`src/rtl/btc_pkg.sv`:
```
package btc_pkg;
  // stall lengths charged for a miss
  localparam int unsigned PEN_BASE  = 1;
  localparam int unsigned PEN_EXTRA = 1;
  localparam int unsigned PEN_W     = 2;

  typedef struct packed {
    logic        lng;
    logic [31:0] ins;
  } payload_t;
endpackage

```
`src/rtl/btc_store.sv`:
```
module btc_store
  import btc_pkg::*;
#(
  parameter int unsigned ENTRIES = 4,
  parameter int unsigned AW      = 24,
  localparam int unsigned IDXW   = (ENTRIES > 1) ? $clog2(ENTRIES) : 1
) (
  input  logic            clk,
  input  logic            rst_n,
  input  logic            clr,
  input  logic            wr_en,
  input  logic [IDXW-1:0] wr_idx,
  input  logic [AW-1:0]   wr_tag,
  input  payload_t        wr_pay,
  input  logic [AW-1:0]   rd_tag,
  output logic            rd_hit,
  output payload_t        rd_pay
);

  logic [ENTRIES-1:0] vld_q, vld_d;
  logic [ENTRIES-1:0] match;
  logic [AW-1:0]      tag_q [ENTRIES];
  payload_t           pay_q [ENTRIES];

  for (genvar g = 0; g < ENTRIES; g++) begin : g_ent
    logic           sel;
    logic [AW-1:0]  tag_d;
    payload_t       pay_d;

    always_comb begin
      sel      = wr_en && (wr_idx == IDXW'(g));
      vld_d[g] = vld_q[g];
      tag_d    = tag_q[g];
      pay_d    = pay_q[g];
      if (clr) begin
        vld_d[g] = 1'b0;
      end else if (sel) begin
        vld_d[g] = 1'b1;
        tag_d    = wr_tag;
        pay_d    = wr_pay;
      end
    end

    always_ff @(posedge clk or negedge rst_n) begin
      if (!rst_n) vld_q[g] <= 1'b0;
      else        vld_q[g] <= vld_d[g];
    end

    // storage without reset; qualified by the valid bit
    always_ff @(posedge clk) begin
      if (sel && !clr) begin
        tag_q[g] <= tag_d;
        pay_q[g] <= pay_d;
      end
    end

    assign match[g] = vld_q[g] && (tag_q[g] == rd_tag);
  end

  always_comb begin
    rd_pay = '0;
    for (int i = 0; i < ENTRIES; i++) begin
      if (match[i]) rd_pay = rd_pay | pay_q[i];
    end
  end

  assign rd_hit = |match;

  // an entry is only allocated on a miss, so tags never repeat
  a_r4_unique_match: assert property (@(posedge clk) disable iff (!rst_n)
    $onehot0(match));

  // a clear empties every entry by the next cycle
  a_r8_clear_empties: assert property (@(posedge clk) disable iff (!rst_n)
    clr |=> (vld_q == '0));

endmodule

```
`src/rtl/btc_rr.sv`:
```
module btc_rr #(
  parameter int unsigned ENTRIES = 4,
  localparam int unsigned IDXW   = (ENTRIES > 1) ? $clog2(ENTRIES) : 1
) (
  input  logic            clk,
  input  logic            rst_n,
  input  logic            clr,
  input  logic            adv,
  output logic [IDXW-1:0] ptr
);

  logic [IDXW-1:0] ptr_q, ptr_d;

  always_comb begin
    ptr_d = ptr_q;
    if (clr) begin
      ptr_d = '0;
    end else if (adv) begin
      if (ptr_q == IDXW'(ENTRIES - 1)) ptr_d = '0;
      else                             ptr_d = ptr_q + 1'b1;
    end
  end

  always_ff @(posedge clk or negedge rst_n) begin
    if (!rst_n) ptr_q <= '0;
    else        ptr_q <= ptr_d;
  end

  assign ptr = ptr_q;

  // pointer stays inside the entry range
  a_r7_ptr_range: assert property (@(posedge clk) disable iff (!rst_n)
    ptr_q <= IDXW'(ENTRIES - 1));

  // an idle cycle leaves the order unchanged
  a_r7_ptr_hold: assert property (@(posedge clk) disable iff (!rst_n)
    (!adv && !clr) |=> $stable(ptr_q));

endmodule

```
`src/rtl/btc_pen.sv`:
```
module btc_pen
  import btc_pkg::*;
(
  input  logic clk,
  input  logic rst_n,
  input  logic start,
  input  logic extra,
  output logic stall
);

  logic [PEN_W-1:0] cnt_q, cnt_d;

  always_comb begin
    cnt_d = cnt_q;
    if (cnt_q != '0)  cnt_d = cnt_q - 1'b1;
    else if (start)   cnt_d = extra ? PEN_W'(PEN_BASE + PEN_EXTRA) : PEN_W'(PEN_BASE);
  end

  always_ff @(posedge clk or negedge rst_n) begin
    if (!rst_n) cnt_q <= '0;
    else        cnt_q <= cnt_d;
  end

  assign stall = (cnt_q != '0);

  // a started penalty is visible on the next cycle
  a_r2_stall_starts: assert property (@(posedge clk) disable iff (!rst_n)
    (start && !stall) |=> stall);

  // a two-cycle penalty runs down to one
  a_r3_two_then_one: assert property (@(posedge clk) disable iff (!rst_n)
    (cnt_q == PEN_W'(2)) |=> (cnt_q == PEN_W'(1)));

  // a start during a stall does not extend it
  a_r10_no_extend: assert property (@(posedge clk) disable iff (!rst_n)
    (cnt_q == PEN_W'(1)) |=> !stall);

endmodule

```
`src/rtl/brtgt_cache.sv`:
```
module brtgt_cache
  import btc_pkg::*;
#(
  parameter int unsigned ENTRIES = 4,
  parameter int unsigned AW      = 24
) (
  input  logic          clk,
  input  logic          rst_n,
  input  logic          br_valid,
  input  logic [AW-1:0] br_src,
  input  logic [AW-1:0] br_tgt,
  input  logic [31:0]   mem_instr,
  input  logic          mem_long,
  input  logic          flush,
  input  logic          prog_wr,
  output logic          hit,
  output logic [31:0]   instr,
  output logic          instr_long,
  output logic          stall
);

  localparam int unsigned IDXW = (ENTRIES > 1) ? $clog2(ENTRIES) : 1;

  logic            accept, miss, inv, alloc, misalign;
  logic            rd_hit;
  payload_t        rd_pay, wr_pay;
  logic [IDXW-1:0] ptr;

  always_comb begin
    inv      = flush | prog_wr;
    accept   = br_valid & ~stall;
    miss     = accept & ~rd_hit;
    alloc    = miss & ~inv;
    misalign = mem_long & br_tgt[1];
    wr_pay   = '{lng: mem_long, ins: mem_instr};
  end

  btc_store #(.ENTRIES(ENTRIES), .AW(AW)) u_store (
    .clk    (clk),
    .rst_n  (rst_n),
    .clr    (inv),
    .wr_en  (alloc),
    .wr_idx (ptr),
    .wr_tag (br_src),
    .wr_pay (wr_pay),
    .rd_tag (br_src),
    .rd_hit (rd_hit),
    .rd_pay (rd_pay)
  );

  btc_rr #(.ENTRIES(ENTRIES)) u_rr (
    .clk   (clk),
    .rst_n (rst_n),
    .clr   (inv),
    .adv   (alloc),
    .ptr   (ptr)
  );

  btc_pen u_pen (
    .clk   (clk),
    .rst_n (rst_n),
    .start (miss),
    .extra (misalign),
    .stall (stall)
  );

  always_comb begin
    hit        = accept & rd_hit;
    instr_long = hit & rd_pay.lng;
    instr      = '0;
    if (hit) instr = rd_pay.lng ? rd_pay.ins : {16'h0000, rd_pay.ins[15:0]};
  end

  // a hit never launches a penalty
  a_r6_hit_no_stall: assert property (@(posedge clk) disable iff (!rst_n)
    (hit && !stall) |=> !stall);

  // nothing is supplied without a branch
  a_r11_idle_quiet: assert property (@(posedge clk) disable iff (!rst_n)
    !br_valid |-> (!hit && instr == 32'h0 && !instr_long));

  // a short instruction never carries an upper half
  a_r5_short_upper: assert property (@(posedge clk) disable iff (!rst_n)
    (hit && !instr_long) |-> (instr[31:16] == 16'h0000));

endmodule

```
`config.mk`:
```
export PLATFORM = sky130hd
export DESIGN_NAME = brtgt_cache
export DESIGN_NICKNAME = d
export VERILOG_FILES = /design/src/rtl/btc_pkg.sv /design/src/rtl/btc_store.sv /design/src/rtl/btc_rr.sv /design/src/rtl/btc_pen.sv /design/src/rtl/brtgt_cache.sv
export SDC_FILE = /design/constraint.sdc
export NUM_CORES = 1
export LEC_CHECK = 0
export ABC_AREA = 0
export BUFFER_PORTS_ARGS = -buffer_cell sky130_fd_sc_hd__buf_4
export CORE_AREA = 2 2 159 161
export DETAILED_ROUTE_END_ITERATION = 16
export DIE_AREA = 0 0 161 163
export REMOVE_ABC_BUFFERS = 1
export SYNTH_ARGS = -nofsm -noshare
export SYNTH_HDL_FRONTEND = slang
export SYNTH_SLANG_ARGS = --single-unit
```
`constraint.sdc`:
```
create_clock -name clk -period 3.4 [get_ports clk]
set_input_delay 0.17 -clock clk [delete_from_list [all_inputs] [get_ports clk]]
set_output_delay 0.17 -clock clk [all_outputs]
set_load 0.01 [all_outputs]
```
==> out/results.ini <==
[worst_setup_path]
worstSetupPathType = in -> out
crit_path_max_incr_delay_ps = 610
crit_fanout = 32
critPathSlowestCell = or4_1
worstPathArrival_ps = 3110
cp-start-kind = input pin
rr_startpoint = u_store.tag_q[2][10]
crit_start = br_src[3]
worstPathCellList = dlygate4sd3_1 > buf_4 > xnor2_1 > nand4_1 > or4_1 > nor2_2 > buf_8 > a22oi_1 > a211oi_2 > buf_4
crit_family = buffers and inverters
required_ps = 3230
end_kind = output pin
path_buf_inv = 4
crit_path_frequent_cell = buf_4

[placed_design]
io_buffers = 97
dp_hpwl_mm = 13.9
globalplace.congestion = 0.955
place_ws_ps = 436

[sta]
drv_slew = 0
final.setup.worst_slack_ps = 123
tightest_slew_ps = 549
finalSetupViolCount = 0
period_needed_ps = 3280
fmax_mhz = 305
hold_viol_final = 0
tns_ps = 0
rsz0062_at_grt = no
fin_skew_ps = 17.3
relSlewSlack_pct = 63.1
min_period_over_period_pct = 96.4

[route]
drtIter0Drc = 437
wl_mm = 22.9
vias = 5809
ant_nets = 0
drc = 0
viasPerCell = 5.23
drt-wirelength-per-cell_microns = 20.6
dr.pass1.iters = 5

[finish]
nFillCells = 2121
multi_input_area_sq_um = 2620
layout_commonest_cell = edfxtp_1
layout_common_cells = 228 x edfxtp_1, 102 x buf_4, 66 x a22oi_1, 59 x dlygate4sd3_1, 55 x xnor2_1
regArea_sq_um = 7050
area_growth_pct = 28.5
drive_gt1_share_pct = 25.4
final_util_pct = 50.5
num_antenna_cells = 0
nets = 853

[synthesis]
synth.area.mux_share_pct = 0.206
ys_types = 41
synth_area_leaders = edfxtp_1 71%, xnor2_1 6.1%, a22oi_1 5.1%
syn_inst = 597
yosysTopAreaCellShare_pct = 70.6
seq_area_frac_synth_pct = 72.6
synthAdderAreaFrac_pct = 0.516
ys_warn_count = 0
yosys.area_share.simple_pct = 6.28
synth_edf_count = 228
synth_xor_area_share_pct = 9.84
yosysTopAreaCell = edfxtp_1
synth.avg_cell_area_sq_um = 16.3
synthesis.area_sq_um = 9700
synth_flop_cell = edfxtp_1
ys_async_sr_fraction_pct = 3.39
synth_compound_gate_area_share_pct = 8.65
synth_top_family_by_area = XOR/XNOR gates
ys_ff_latch = 236

[clocking]
clk_pin_slew_worst_paths_ps = 60
clockBufferDepth = 3
cts_sinks = 236
clk_latency_ps = 530
cts_made_buffers = 24
cts_htree_levels = 1
clockRootBuffer = clkbuf_16
tritoncts = yes

[grt]
grt_pass1_wl_mm = 34.3
grt_overflow = 0
grt_usage_pct = 17.0
first_global_vias = 6007
antenna_found_initial = 0
grt_start_max_net_pins = 58

[floorplanning]
core_area_sq_um = 24700
io_pins = 121
fp.dieH_microns = 163
die-width_microns = 161
floorplan.initialDensity_pct = 39.3
num_rows = 58
dieArea_sq_um = 26200

[flow_run]
max-cap-violations = 0

[run_status]
status = finished clean

[min_path]
hp-class = in -> async

[power]
p_leak_nw = 4.07
vdd_drop_max_mv = 0.330
powerDensity_nw_per_um2 = 509
finalPower_mw = 6.35

-- path summary, 6_finish.rpt --
| check | slack (ps) | endpoint | cells past startpoint |
|---|---|---|---|
| worst min-delay path | 10 | u_pen.cnt_q[1] | 2 |
| worst max-delay path | 120 | instr[21] | 10 |
| min in group clk | 100 | u_rr.ptr[0] | 5 |
| worst max register to register | 740 | u_store.tag_q[2][17] | 8 |
| max in group asynchronous | 3260 | u_rr.ptr[1] | 2 |
| worst min register to register | 520 | u_pen.cnt_q[1] | 1 |
-- layer usage --
layer	share of wire [%]	GRT usage [%]	vias up
met3	5.3	2.83	39
li1	-	-	2673
met4	2.6	6.41	0
met1	44	22.7	2902
met2	48	28.1	195
met5	0	0	-
-- Yosys cell counts (all sizes together) (5+ instances only) --
cell type	number
edfxtp	228
xnor2	68
a22oi	66
xor2	41
nand4	24
buf	20
a211oi	16
a21oi	16
nor4	15
nand2	14
clkbuf	13
nor2	13
dfrtp	8
inv	8
and3	5
-- metrics by stage --
step	instance area, sq um	hold WS [ps]	std cells
2_1_floorplan	9550	-126	564
3_3_place_gp	10900	-5.73	1004
3_5_place_dp	10900	-3.13	1004
4_1_cts	12300	0.420	1108
5_1_grt	12500	9.59	1111
6_report	12500	10.3	1111
-- cell families (layout without fill, tap and decap cells) --
logic type | count (synthesis) | count (layout)
AND/OR/NAND/NOR | 99 | 99
buffers and inverters | 41 | 225
multiplexers | 2 | 2
flip-flops | 236 | 236
adder cells (fa/ha/maj) | 4 | 4
AO/OA/AOI/OAI | 106 | 106
XOR/XNOR | 109 | 109
-- where the power goes --
part | total [mW] | internal [mW] | switching (mW) | leakage (nW)
registers | 3.30 | 3.27 | 0.0329 | 2.16
logic | 0.460 | 0.210 | 0.250 | 1.53
clock network | 2.59 | 1.50 | 1.09 | 0.377
-- area by class of cell --
| class | instances | area share (%) |
|---|---|---|
| flip-flops and latches | 236 | 56.5 |
| multi-input cells | 320 | 21.0 |
| repair buffers | 173 | 12.7 |
| clock buffers | 30 | 5.16 |
| well taps | 330 | 3.31 |
| clock inverters | 14 | 1.09 |
| inverters | 8 | 0.241 |
-- flip-flops by register name, indices dropped and copies added (netlist names) --
name / count
u_store.vld_q: 4
u_rr.ptr: 2
u_store.pay_q: 132
u_store.tag_q: 96
u_pen.cnt_q: 2
-- timing repair --
action,in CTS,in global routing
setup buffers,1,2
endpoints found under the setup margin,22,32
hold buffers,59,0
pin swaps,1,1
endpoints found under the hold margin,237,0
gates cloned,0,1
resized for setup,3,23
(Power assumes the default switching activity.)
